### src/rtl/gpio_irq_pkg.sv
package gpio_irq_pkg;
  localparam int OFS_ENABLE  = 'h410;
  localparam int OFS_PENDING = 'h414;
  localparam int OFS_ACTIVE  = 'h418;
  localparam int OFS_ACK     = 'h41C;

  typedef enum logic [2:0] {
    SEL_NONE,
    SEL_ENABLE,
    SEL_PENDING,
    SEL_ACTIVE,
    SEL_ACK
  } reg_sel_e;
endpackage

### src/rtl/irq_rst_sync.sv
module irq_rst_sync #(
  parameter int STAGES = 2
) (
  input  logic clk,
  input  logic rst_n,
  output logic rst_n_sync
);
  logic [STAGES-1:0] chain_q;
  logic [STAGES-1:0] chain_d;

  always_comb chain_d = {chain_q[STAGES-2:0], 1'b1};

  always_ff @(posedge clk or negedge rst_n) begin
    if (!rst_n) chain_q <= '0;
    else        chain_q <= chain_d;
  end

  assign rst_n_sync = chain_q[STAGES-1];
endmodule

### src/rtl/irq_mask_reg.sv
module irq_mask_reg #(
  parameter int NUM_PINS = 8
) (
  input  logic                clk,
  input  logic                rst_n,
  input  logic                wr_en,
  input  logic [NUM_PINS-1:0] wr_data,
  output logic [NUM_PINS-1:0] mask_o
);
  logic [NUM_PINS-1:0] mask_q;
  logic [NUM_PINS-1:0] mask_d;

  always_comb mask_d = wr_en ? wr_data : mask_q;

  always_ff @(posedge clk or negedge rst_n) begin
    if (!rst_n) mask_q <= '0;
    else        mask_q <= mask_d;
  end

  assign mask_o = mask_q;

  // without a write the enables are untouched
  assert_mask_hold_R1: assert property (@(posedge clk) disable iff (!rst_n)
    !wr_en |=> $stable(mask_q));
endmodule

### src/rtl/irq_status_bank.sv
module irq_status_bank #(
  parameter int NUM_PINS = 8
) (
  input  logic                clk,
  input  logic                rst_n,
  input  logic [NUM_PINS-1:0] cond_stb_i,
  input  logic [NUM_PINS-1:0] ack_i,
  output logic [NUM_PINS-1:0] pend_o
);
  logic [NUM_PINS-1:0] pend_q;
  logic [NUM_PINS-1:0] pend_d;

  for (genvar g = 0; g < NUM_PINS; g++) begin : g_bit
    always_comb pend_d[g] = cond_stb_i[g] | (pend_q[g] & ~ack_i[g]);

    always_ff @(posedge clk or negedge rst_n) begin
      if (!rst_n) pend_q[g] <= 1'b0;
      else        pend_q[g] <= pend_d[g];
    end
  end

  assign pend_o = pend_q;

  // a pending bit with no acknowledge stays set
  assert_sticky_R4: assert property (@(posedge clk) disable iff (!rst_n)
    1'b1 |=> (($past(pend_q) & ~$past(ack_i) & ~pend_q) == '0));

  // a strobe always leaves its bit set, even against an acknowledge
  assert_set_wins_R7: assert property (@(posedge clk) disable iff (!rst_n)
    (|cond_stb_i) |=> (($past(cond_stb_i) & ~pend_q) == '0));

  // no bit rises without a strobe
  assert_no_spurious_R3: assert property (@(posedge clk) disable iff (!rst_n)
    1'b1 |=> ((pend_q & ~$past(pend_q) & ~$past(cond_stb_i)) == '0));
endmodule

### src/rtl/irq_combine.sv
module irq_combine #(
  parameter int NUM_PINS = 8
) (
  input  logic                clk,
  input  logic                rst_n,
  input  logic [NUM_PINS-1:0] pend_i,
  input  logic [NUM_PINS-1:0] mask_i,
  output logic                irq_o
);
  logic irq_q;
  logic irq_d;

  always_comb irq_d = |(pend_i & mask_i);

  always_ff @(posedge clk or negedge rst_n) begin
    if (!rst_n) irq_q <= 1'b0;
    else        irq_q <= irq_d;
  end

  assign irq_o = irq_q;

  // request follows an enabled pending pin one cycle later
  assert_irq_rise_R6: assert property (@(posedge clk) disable iff (!rst_n)
    (|(pend_i & mask_i)) |=> irq_q);

  // request is never high without an enabled pending pin the cycle before
  assert_irq_source_R6: assert property (@(posedge clk) disable iff (!rst_n)
    irq_q |-> $past(|(pend_i & mask_i)));
endmodule

### src/rtl/gpio_irq_agg.sv
module gpio_irq_agg
  import gpio_irq_pkg::*;
#(
  parameter int NUM_PINS = 8,
  parameter int ADDR_W   = 12,
  parameter int DATA_W   = 32
) (
  input  logic                clk,
  input  logic                rst_n,
  input  logic [NUM_PINS-1:0] cond_stb,
  input  logic                bus_we,
  input  logic [ADDR_W-1:0]   bus_addr,
  input  logic [DATA_W-1:0]   bus_wdata,
  output logic [DATA_W-1:0]   bus_rdata,
  output logic                irq_out
);
  localparam int SPARE_W = DATA_W - NUM_PINS;

  logic                rst_n_sync;
  reg_sel_e            sel;
  logic [NUM_PINS-1:0] mask;
  logic [NUM_PINS-1:0] pend;
  logic [NUM_PINS-1:0] ack_vec;
  logic [NUM_PINS-1:0] rd_bits;
  logic                mask_we;
  logic                unused_wdata_hi;

  assign unused_wdata_hi = ^bus_wdata[DATA_W-1:NUM_PINS];

  irq_rst_sync #(.STAGES(2)) u_rst_sync (
    .clk        (clk),
    .rst_n      (rst_n),
    .rst_n_sync (rst_n_sync)
  );

  always_comb begin
    if      (bus_addr == ADDR_W'(OFS_ENABLE))  sel = SEL_ENABLE;
    else if (bus_addr == ADDR_W'(OFS_PENDING)) sel = SEL_PENDING;
    else if (bus_addr == ADDR_W'(OFS_ACTIVE))  sel = SEL_ACTIVE;
    else if (bus_addr == ADDR_W'(OFS_ACK))     sel = SEL_ACK;
    else                                       sel = SEL_NONE;
  end

  assign mask_we = bus_we && (sel == SEL_ENABLE);
  assign ack_vec = (bus_we && (sel == SEL_ACK)) ? bus_wdata[NUM_PINS-1:0] : '0;

  irq_mask_reg #(.NUM_PINS(NUM_PINS)) u_mask (
    .clk     (clk),
    .rst_n   (rst_n_sync),
    .wr_en   (mask_we),
    .wr_data (bus_wdata[NUM_PINS-1:0]),
    .mask_o  (mask)
  );

  irq_status_bank #(.NUM_PINS(NUM_PINS)) u_status (
    .clk        (clk),
    .rst_n      (rst_n_sync),
    .cond_stb_i (cond_stb),
    .ack_i      (ack_vec),
    .pend_o     (pend)
  );

  irq_combine #(.NUM_PINS(NUM_PINS)) u_combine (
    .clk    (clk),
    .rst_n  (rst_n_sync),
    .pend_i (pend),
    .mask_i (mask),
    .irq_o  (irq_out)
  );

  always_comb begin
    unique case (sel)
      SEL_ENABLE:  rd_bits = mask;
      SEL_PENDING: rd_bits = pend;
      SEL_ACTIVE:  rd_bits = pend & mask;
      default:     rd_bits = '0;
    endcase
  end

  assign bus_rdata = {{SPARE_W{1'b0}}, rd_bits};

  // reserved upper bits never carry data
  assert_reserved_zero_R1: assert property (@(posedge clk) disable iff (!rst_n_sync)
    bus_rdata[DATA_W-1:NUM_PINS] == '0);

  // the acknowledge register reads as zero
  assert_ack_reads_zero_R8: assert property (@(posedge clk) disable iff (!rst_n_sync)
    (bus_addr == ADDR_W'(OFS_ACK)) |-> (bus_rdata == '0));

  // active view never shows a disabled pin
  assert_active_subset_R5: assert property (@(posedge clk) disable iff (!rst_n_sync)
    (bus_addr == ADDR_W'(OFS_ACTIVE)) |-> ((bus_rdata[NUM_PINS-1:0] & ~mask) == '0));
endmodule

### config.mk
export PLATFORM = sky130hd
export DESIGN_NAME = gpio_irq_agg
export DESIGN_NICKNAME = d
export VERILOG_FILES = /design/src/rtl/gpio_irq_pkg.sv /design/src/rtl/irq_rst_sync.sv /design/src/rtl/irq_mask_reg.sv /design/src/rtl/irq_status_bank.sv /design/src/rtl/irq_combine.sv /design/src/rtl/gpio_irq_agg.sv
export SDC_FILE = /design/constraint.sdc
export NUM_CORES = 1
export LEC_CHECK = 0
export BUFFER_PORTS_ARGS = -buffer_cell sky130_fd_sc_hd__buf_4
export CAP_MARGIN = 15
export CORE_UTILIZATION = 40
export DETAILED_ROUTE_END_ITERATION = 8
export GPL_ROUTABILITY_DRIVEN = 0
export PLACE_DENSITY = 0.88
export REMOVE_ABC_BUFFERS = 1
export SETUP_SLACK_MARGIN = 0.5
export SYNTH_ARGS = -nofsm -noshare
export SYNTH_HDL_FRONTEND = slang
export SYNTH_SLANG_ARGS = --single-unit
### constraint.sdc
create_clock -name clk -period 2.1 [get_ports clk]
set_input_delay 0.525 -clock clk [delete_from_list [all_inputs] [get_ports clk]]
set_output_delay 0.525 -clock clk [all_outputs]
set_load 0.02 [all_outputs]
Yosys cells after proc, flatten, opt, wreduce, memory -nomap -nowiden. Index checks and enable logic that the tools add are counted.

Bitwise operators: 25. Equal/unequal tests: 8. Multiplexer cells: 6. Reductions and logical operators: 3.

Operators with widths (count): $eq 12x11->1 const B (4); $pmux 8 s3 (1); $mux 3 (4); $and 1x1->1 (8); $and 8x8->8 (1); $mux 8 (1); $not 1->1 (8); $or 1x1->1 (8); $reduce_or 8->1 (1); $eq 3x2->1 const B (2); $eq 3x1->1 const B (1); $eq 3x3->1 const B (1); $logic_and 1x1->1 (2).

Logic and storage cells: 53. Bits in registers: 19. Input bits: 55. Output and inout bits: 33.

Longest topological paths before layout. Gate-level depths: netlist (run 1).

Depth after elaboration: 11. Mapped depth: 5.

By module. Synthesis (run 1) repeated with hierarchy kept, for this count alone.

Cell total of the unflattened synthesis: 126. Area total of the unflattened synthesis: 1285.0 um^2.

Modules (own cells, without submodules): gpio_irq_agg (instances 1, area an instance 548.0 um^2, sequential area each 0.0 um^2, cells each 76); irq_mask_reg (instances 1, area an instance 331.6 um^2, sequential area each 200.2 um^2, cells each 17); irq_status_bank (instances 1, area an instance 290.3 um^2, sequential area each 200.2 um^2, cells each 24); irq_combine (instances 1, area an instance 61.3 um^2, sequential area each 25.0 um^2, cells each 6); irq_rst_sync (instances 1, area an instance 53.8 um^2, sequential area each 50.0 um^2, cells each 3).

Worst setup path after synthesis (run 1). Ideal clock, no wire load.

Kind: input-to-output. Start point: in bus_addr[1]. End point: out bus_rdata[0]. Data arrival time: 1454 ps. Path buffers: 0. Required time: 1575 ps. Setup slack: 121 ps. Cell stages on the path: 3. Cells stage by stage: nor4_4 nand3_1 nor2_1.

Cells in the longest elaborated chain, start to end: 7.

RTL lines: start, declared (line gpio_irq_agg.sv:12) `input logic [ADDR_W-1:0] bus_addr,`; $eq 12x11->1 (line gpio_irq_agg.sv:40) `else if (bus_addr == ADDR_W'(OFS_ACK)) sel = SEL_ACK;`; $mux 3 (line gpio_irq_agg.sv:40); $mux 3 (line gpio_irq_agg.sv:39) `else if (bus_addr == ADDR_W'(OFS_ACTIVE)) sel = SEL_ACTIVE;`; $mux 3 (line gpio_irq_agg.sv:38) `else if (bus_addr == ADDR_W'(OFS_PENDING)) sel = SEL_PENDING;`; $mux 3 * (line gpio_irq_agg.sv:37) `if (bus_addr == ADDR_W'(OFS_ENABLE)) sel = SEL_ENABLE;`; $eq 3x2->1 / $eq 3x1->1 (equally long branches) (line gpio_irq_agg.sv:72) `unique case (sel)`; $pmux 8 s3 * (line gpio_irq_agg.sv:72); end, declared (line gpio_irq_agg.sv:14) `output logic [DATA_W-1:0] bus_rdata,`.

Mark *: on every way between the ends. The rest lies on a longest branch, timed or not.

Worst setup path after layout (run 1).
Start point: in bus_addr[11]. End point: out bus_rdata[3].

Same word-level chain as after synthesis.

==> impl_metrics.tcl, run 1 <==
set metrics [dict create \
    finalSetupViolations 0 \
    postSynthAreaPerCell_sq_um 9.82 \
    max_root_sink_buffers 2 \
    die_width_microns 56.1 \
    postRouteAntennaNets 0 \
    port_buffers 39 \
    synthesis.instances 119 \
    critical_path.reg2reg.startpoint "u_status.pend_o[5]" \
    drt-vias-per-instance 4.96 \
    critical-path-max-stage-delay_ns 0.37 \
    core_area_sq_um 2760 \
    floorplan.initialDensity 0.424 \
    routed-via-count 968 \
    grt_first_pass_wirelength_mm 3.93 \
    detailedRoute.firstIterationViolations 18 \
    num_antenna_cells 0 \
    fmax_mhz 492 \
    report.final.hold_viol_count 0 \
    route.detailed.wl_per_inst_microns 13.0 \
    initial_antenna_violation_count 0 \
    worstPathCellList "buf_4, and4bb_2, nand3_4, nor2_2, buf_4" \
    wirelength_mm 2.53 \
    vertical_extent_of_the_die_microns 56.1 \
    worst_pin_slew_ns 0.671 \
    worstPathArrival_ns 1.51 \
    insertion_delay_ns 0.30 \
    critical_path.startpoint_type "input port" \
    timing.critical_path.fanout_max 8 \
    yosysSeqAreaShare 0.407 \
    first_global_vias 888 \
    synth_warnings 0 \
    crit_required_ns 1.57 \
    crit_start "bus_addr[11]" \
    hpwlAfterDp_mm 1.87 \
    synth_seq_cells 19 \
    drt_drc_violations_left 0 \
    grt_remaining_overflow 0 \
    leakagePower_nw 0.740 \
    critPathMostFrequentCell "sky130_fd_sc_hd__buf_4" \
    setup_repair_after_global_routing_missed_its_margin "yes" \
    num_rows 19 \
    die-area_sq_um 3140 \
    power_per_cell_area_nw_per_um2 445 \
    critical_path.slowest_cell "sky130_fd_sc_hd__and4bb_2" \
    fin_crit_ns 2.03 \
    finalInstanceArea_sq_um 1560 \
    cts_inserted_buffers 3 \
    run_status "completed" \
    drv.max_cap_violation_count 0 \
    skew_ns 0.00571 \
    syn_to_final_growth_pct 33.6 \
    grt.total_usage 0.160 \
    clkTransAtPathRegs_ns 0.11 \
    path_delay_family "simple AND/OR/NAND/NOR gates" \
    critical_path.endpoint_type "output port" \
    vdd_drop_max_uv 294 \
    final.setup.tns_ns 0 \
    synth_cell_types 22 \
    post_place_instance_area_sq_um 1420 \
    hold_path_class "flop to asynchronous set/reset pin" \
    top_level_ports 88 \
    grt_max_degree 18 \
    cts_root_buf "sky130_fd_sc_hd__clkbuf_4" \
    first_pass_iters 4 \
    final_layout_size_suffix_gt1_frac 0.433 \
    clock_tree_from_tritoncts "yes" \
    fin_crit_sh 0.968 \
    postLayoutCoreUtil 0.566 \
    number_of_h_tree_levels 1 \
    cts.sink_count 19 \
    syn_area_sq_um 1170 \
    filler_cell_count 244 \
    timing_max_transition_violations_final 0 \
    timing.slew.headroom 0.552 \
    crit_type "input port to output port" \
    finalNetCount 220 \
    final.hold.worst_slack_ns 0.283 \
    totalPowerFinal_uw 695 \
    cp_num_buf_inv 2 \
]
## repair_timing
action	in CTS	in global routing
setup buffers	1	1
pin swaps	11	5
gates resized for setup	16	9
hold endpoints to repair	2	0
hold buffers	1	0
setup endpoints to repair	8	16
## power by group
| part | switching, mW | leakage [nW] | internal (mW) |
|---|---|---|---|
| combinational | 0.0757 | 0.504 | 0.0553 |
| clock | 0.117 | 0.0177 | 0.0711 |
| sequential | 0.00715 | 0.219 | 0.369 |
## path summary, 6_finish.rpt
kind	cells past startpoint	slack, ns	end
min in group clk	0	0.36	u_rst_sync.chain_q[1]
max in group asynchronous	0	1.39	u_mask.mask_o[3]
setup / recovery	5	0.07	bus_rdata[3]
hold reg to reg	0	0.28	u_status.pend_o[7]
hold / removal	0	0.28	u_status.pend_o[7]
setup reg to reg	2	1.22	u_combine.irq_o
## metal layers
| layer | up-vias | track usage | wire length (microns) |
|---|---|---|---|
| li1 | 457 | - | - |
| met1 | 460 | 0.172 | 984 |
| met2 | 48 | 0.298 | 1290 |
| met3 | 3 | 0.0442 | 222 |
| met4 | 0 | 0.0523 | 32 |
| met5 | - | 0 | 0 |
## area by class of cell
type | instances | area, sq um | share of cell area
inverters | 9 | 33.8 | 0.0216
well taps | 31 | 38.8 | 0.0248
clock inverters | 1 | 5.00 | 0.00321
flip-flops and latches | 19 | 475 | 0.304
repair buffers | 45 | 374 | 0.240
clock buffers | 3 | 22.5 | 0.0144
multi-input cells | 87 | 612 | 0.392
## placed cells by master (no fill, tap or decap)
cell type / instances
sky130_fd_sc_hd__nand2b_1: 6
sky130_fd_sc_hd__nor3b_2: 1
sky130_fd_sc_hd__dlygate4sd3_1: 1
sky130_fd_sc_hd__nor2_2: 4
sky130_fd_sc_hd__nor4_4: 1
sky130_fd_sc_hd__clkbuf_4: 3
sky130_fd_sc_hd__nand4_1: 1
sky130_fd_sc_hd__and4_4: 1
sky130_fd_sc_hd__and4bb_2: 1
sky130_fd_sc_hd__or2b_1: 2
sky130_fd_sc_hd__a31oi_1: 8
sky130_fd_sc_hd__buf_6: 9
sky130_fd_sc_hd__mux2_4: 1
sky130_fd_sc_hd__nor2_4: 3
sky130_fd_sc_hd__a22oi_1: 4
sky130_fd_sc_hd__nor2_1: 10
sky130_fd_sc_hd__nand3_4: 1
sky130_fd_sc_hd__nand4_4: 1
sky130_fd_sc_hd__a32oi_2: 1
sky130_fd_sc_hd__inv_1: 9
sky130_fd_sc_hd__clkinv_2: 1
sky130_fd_sc_hd__and3_1: 1
sky130_fd_sc_hd__dfrtp_1: 19
sky130_fd_sc_hd__conb_1: 25
sky130_fd_sc_hd__buf_4: 35
sky130_fd_sc_hd__a32oi_1: 7
sky130_fd_sc_hd__nor2b_2: 1
sky130_fd_sc_hd__mux2_2: 7
## synth_stat cells
master / instances / share of area
sky130_fd_sc_hd__a22oi_1: 4 / 0.026
sky130_fd_sc_hd__a31oi_1: 8 / 0.043
sky130_fd_sc_hd__a32oi_1: 8 / 0.060
sky130_fd_sc_hd__and3_1: 1 / 0.0054
sky130_fd_sc_hd__and4_2: 1 / 0.0086
sky130_fd_sc_hd__and4bb_2: 1 / 0.011
sky130_fd_sc_hd__buf_2: 2 / 0.0086
sky130_fd_sc_hd__buf_4: 24 / 0.15
sky130_fd_sc_hd__clkbuf_1: 1 / 0.0032
sky130_fd_sc_hd__conb_1: 2 / 0.0064
sky130_fd_sc_hd__dfrtp_1: 19 / 0.41
sky130_fd_sc_hd__inv_1: 9 / 0.029
sky130_fd_sc_hd__mux2_2: 8 / 0.077
sky130_fd_sc_hd__nand2b_1: 6 / 0.032
sky130_fd_sc_hd__nand3_1: 1 / 0.0043
sky130_fd_sc_hd__nand4_1: 1 / 0.0054
sky130_fd_sc_hd__nand4_4: 1 / 0.018
sky130_fd_sc_hd__nor2_1: 17 / 0.055
sky130_fd_sc_hd__nor2b_1: 1 / 0.0054
sky130_fd_sc_hd__nor3b_2: 1 / 0.011
sky130_fd_sc_hd__nor4_4: 1 / 0.018
sky130_fd_sc_hd__or2b_1: 2 / 0.013
## sequential cells by signal, indices dropped and copies added, names as in the netlist
name and flops:
u_status.pend_o 8, u_rst_sync.chain_q 2, u_combine.irq_o 1, u_mask.mask_o 8
## stage by stage
step,worst slack (ns),cells
4_1_cts,0.108,194
6_report,0.0662,195
2_1_floorplan,0.121,115
3_5_place_dp,-0.0358,188
5_1_grt,0.00702,195
3_3_place_gp,-0.0192,188
## cells by family (layout without fill, tap and decap cells)
| kind of cell | after synthesis | after routing | synth area share |
|---|---|---|---|
| multiplexers | 8 | 8 | 0.0771 |
| AND/OR/NAND/NOR | 34 | 34 | 0.186 |
| AO/OA/AOI/OAI | 20 | 20 | 0.128 |
| flip-flops | 19 | 19 | 0.407 |
| other | 2 | 25 | 0.00643 |
| buffers and inverters | 36 | 58 | 0.195 |
Power figures use the tool's default switching activity.
==> run 2: changes to the inputs <==
--- a/config.mk
+++ b/config.mk
@@ -7,6 +7,7 @@
 export LEC_CHECK = 0
 export BUFFER_PORTS_ARGS = -buffer_cell sky130_fd_sc_hd__buf_4
 export CAP_MARGIN = 15
+export CORE_MARGIN = 5
 export CORE_UTILIZATION = 40
 export DETAILED_ROUTE_END_ITERATION = 8
 export GPL_ROUTABILITY_DRIVEN = 0
==> impl_metrics.tcl, run 2 (synthesized netlist as in run 1, its figures left out) <==
set metrics [dict create \
    path_delay_family "simple AND/OR/NAND/NOR gates" \
    fin_crit_ns 1.97 \
    route.detailed.wl_per_inst_microns 14.4 \
    power_per_cell_area_nw_per_um2 430 \
    drt_drc_violations_left 0 \
    layout.cells.most_common "sky130_fd_sc_hd__buf_4" \
    cts.sink_count 19 \
    critical_path.startpoint_type "input port" \
    number_of_h_tree_levels 1 \
    vertical_extent_of_the_die_microns 64.1 \
    num_antenna_cells 0 \
    final_cells 196 \
    port_buffers 39 \
    post-place-cells 189 \
    initial_antenna_violation_count 0 \
    leakagePower_nw 0.746 \
    cts_root_buf "sky130_fd_sc_hd__clkbuf_4" \
    critical_path.endpoint_type "output port" \
    routed-via-count 971 \
    first_global_vias 1026 \
    worstPathCellList "buf_4, and4bb_2, nand3_2, buf_12, nor2_4, buf_6" \
    multiInputGateArea_sq_um 632 \
    top_level_ports 88 \
    post_place_instance_area_sq_um 1420 \
    insertion_delay_ns 0.30 \
    critical-path-max-stage-delay_ns 0.32 \
    filler_cell_count 251 \
    sequential_cell_area_sq_um 475 \
    finalNetCount 221 \
    grt_remaining_overflow 0 \
    timing.critical_path.fanout_max 8 \
    run_status "completed" \
    finalSetupViolations 0 \
    floorplan.initialDensity 0.420 \
    num_rows 19 \
    detailedRoute.firstIterationViolations 28 \
    max_root_sink_buffers 2 \
    grt.total_usage 0.139 \
    grt_max_degree 18 \
    worstPathArrival_ns 1.45 \
    final.setup.tns_ns 0 \
    cp_num_buf_inv 3 \
    clock_tree_from_tritoncts "yes" \
    wirelength_mm 2.82 \
    core_area_sq_um 2780 \
    timing_max_transition_violations_final 0 \
    postRouteAntennaNets 0 \
    worst_pin_slew_ns 0.669 \
    die_width_microns 64.1 \
    skew_ns 0.00527 \
    hpwlAfterDp_mm 2.11 \
    drt-vias-per-instance 4.95 \
    first_pass_iters 4 \
    finalInstanceArea_sq_um 1610 \
    mostFrequentLayoutCells "sky130_fd_sc_hd__buf_4 (34), sky130_fd_sc_hd__conb_1 (25), sky130_fd_sc_hd__dfrtp_1 (19), sky130_fd_sc_hd__buf_6 (10)" \
    final_layout_size_suffix_gt1_frac 0.442 \
    fmax_mhz 506 \
    hold_path_class "flop to asynchronous set/reset pin" \
    report.final.hold_viol_count 0 \
    clkTransAtPathRegs_ns 0.11 \
    cts_inserted_buffers 3 \
    syn_to_final_growth_pct 37.4 \
    timing.slew.headroom 0.554 \
    grt_first_pass_wirelength_mm 4.61 \
    setup_repair_after_global_routing_missed_its_margin "yes" \
    die-area_sq_um 4100 \
    fin_crit_sh 0.940 \
    crit_required_ns 1.57 \
    critical_path.slowest_cell "sky130_fd_sc_hd__and4bb_2" \
    crit_type "input port to output port" \
    vdd_drop_max_uv 341 \
    drv.max_cap_violation_count 0 \
]
run 2: changes by cell type in the layout (fill, tap and decap cells not counted), sizes merged:
| cell | change |
|---|---|
| buf | +1 |
run 2: final cells by class:
class,instances,share of cell area
multi-input combinational,87,0.394
sequential,19,0.296
timing repair buffer,46,0.248
tap,31,0.0242
inverter,9,0.0210
clock buffer,3,0.0140
clock inverter,1,0.00312
run 2: worst paths after layout:
| kind | startpoint | end | slack, ns | depth (start not counted) |
|---|---|---|---|---|
| min in group clk | u_rst_sync.chain_q[0] | u_rst_sync.chain_q[1] | 0.36 | 0 |
| setup / recovery | bus_addr[5] | bus_rdata[7] | 0.13 | 6 |
| hold / removal | u_rst_sync.chain_q[1] | u_status.pend_o[7] | 0.28 | 0 |
| setup reg to reg | u_status.pend_o[5] | u_combine.irq_o | 1.15 | 2 |
| hold reg to reg | u_rst_sync.chain_q[1] | u_status.pend_o[7] | 0.28 | 0 |
| max in group asynchronous | u_rst_sync.chain_q[1] | u_status.pend_o[3] | 1.39 | 0 |
run 2: worst register-to-register path, cell delays in order, from the launching register on:
cell,delay [ns]
sky130_fd_sc_hd__dfrtp_1,0.43
sky130_fd_sc_hd__a22oi_1,0.26
sky130_fd_sc_hd__nand4_1,0.13
run 2: stage by stage:
stage	setup slack, ns	hold slack, ns	utilization	total power [mW]
after global placement	0.0658	0.292	0.511	0.499
after CTS	0.134	0.309	0.574	0.697
after floorplan	0.121	0.213	-	0.439
after detailed placement	0.0619	0.298	0.511	0.502
after global routing	0.0670	0.358	0.577	0.728
final	0.125	0.284	0.577	0.691
run 2: report_power, final:
| part | internal [mW] | total [mW] | switching [mW] |
|---|---|---|---|
| sequential | 0.369 | 0.376 | 0.00695 |
| clock | 0.0709 | 0.184 | 0.113 |
| combinational | 0.0532 | 0.131 | 0.0778 |
run 2: metal layers:
| metal | global-route usage | up-vias | part of all wire |
|---|---|---|---|
| met3 | 0.0455 | 6 | 0.13 |
| met4 | 0.0494 | 0 | 0.017 |
| met5 | 0 | - | 0 |
| li1 | - | 457 | - |
| met1 | 0.148 | 454 | 0.36 |
| met2 | 0.253 | 54 | 0.50 |
run 2: what timing repair did:
item | CTS | global route
setup buffers | 1 | 1
hold buffers | 1 | 0
resized for setup | 32 | 0
hold endpoints to repair | 2 | 0
pin swaps | 11 | 0
endpoints found under the setup margin | 8 | 8
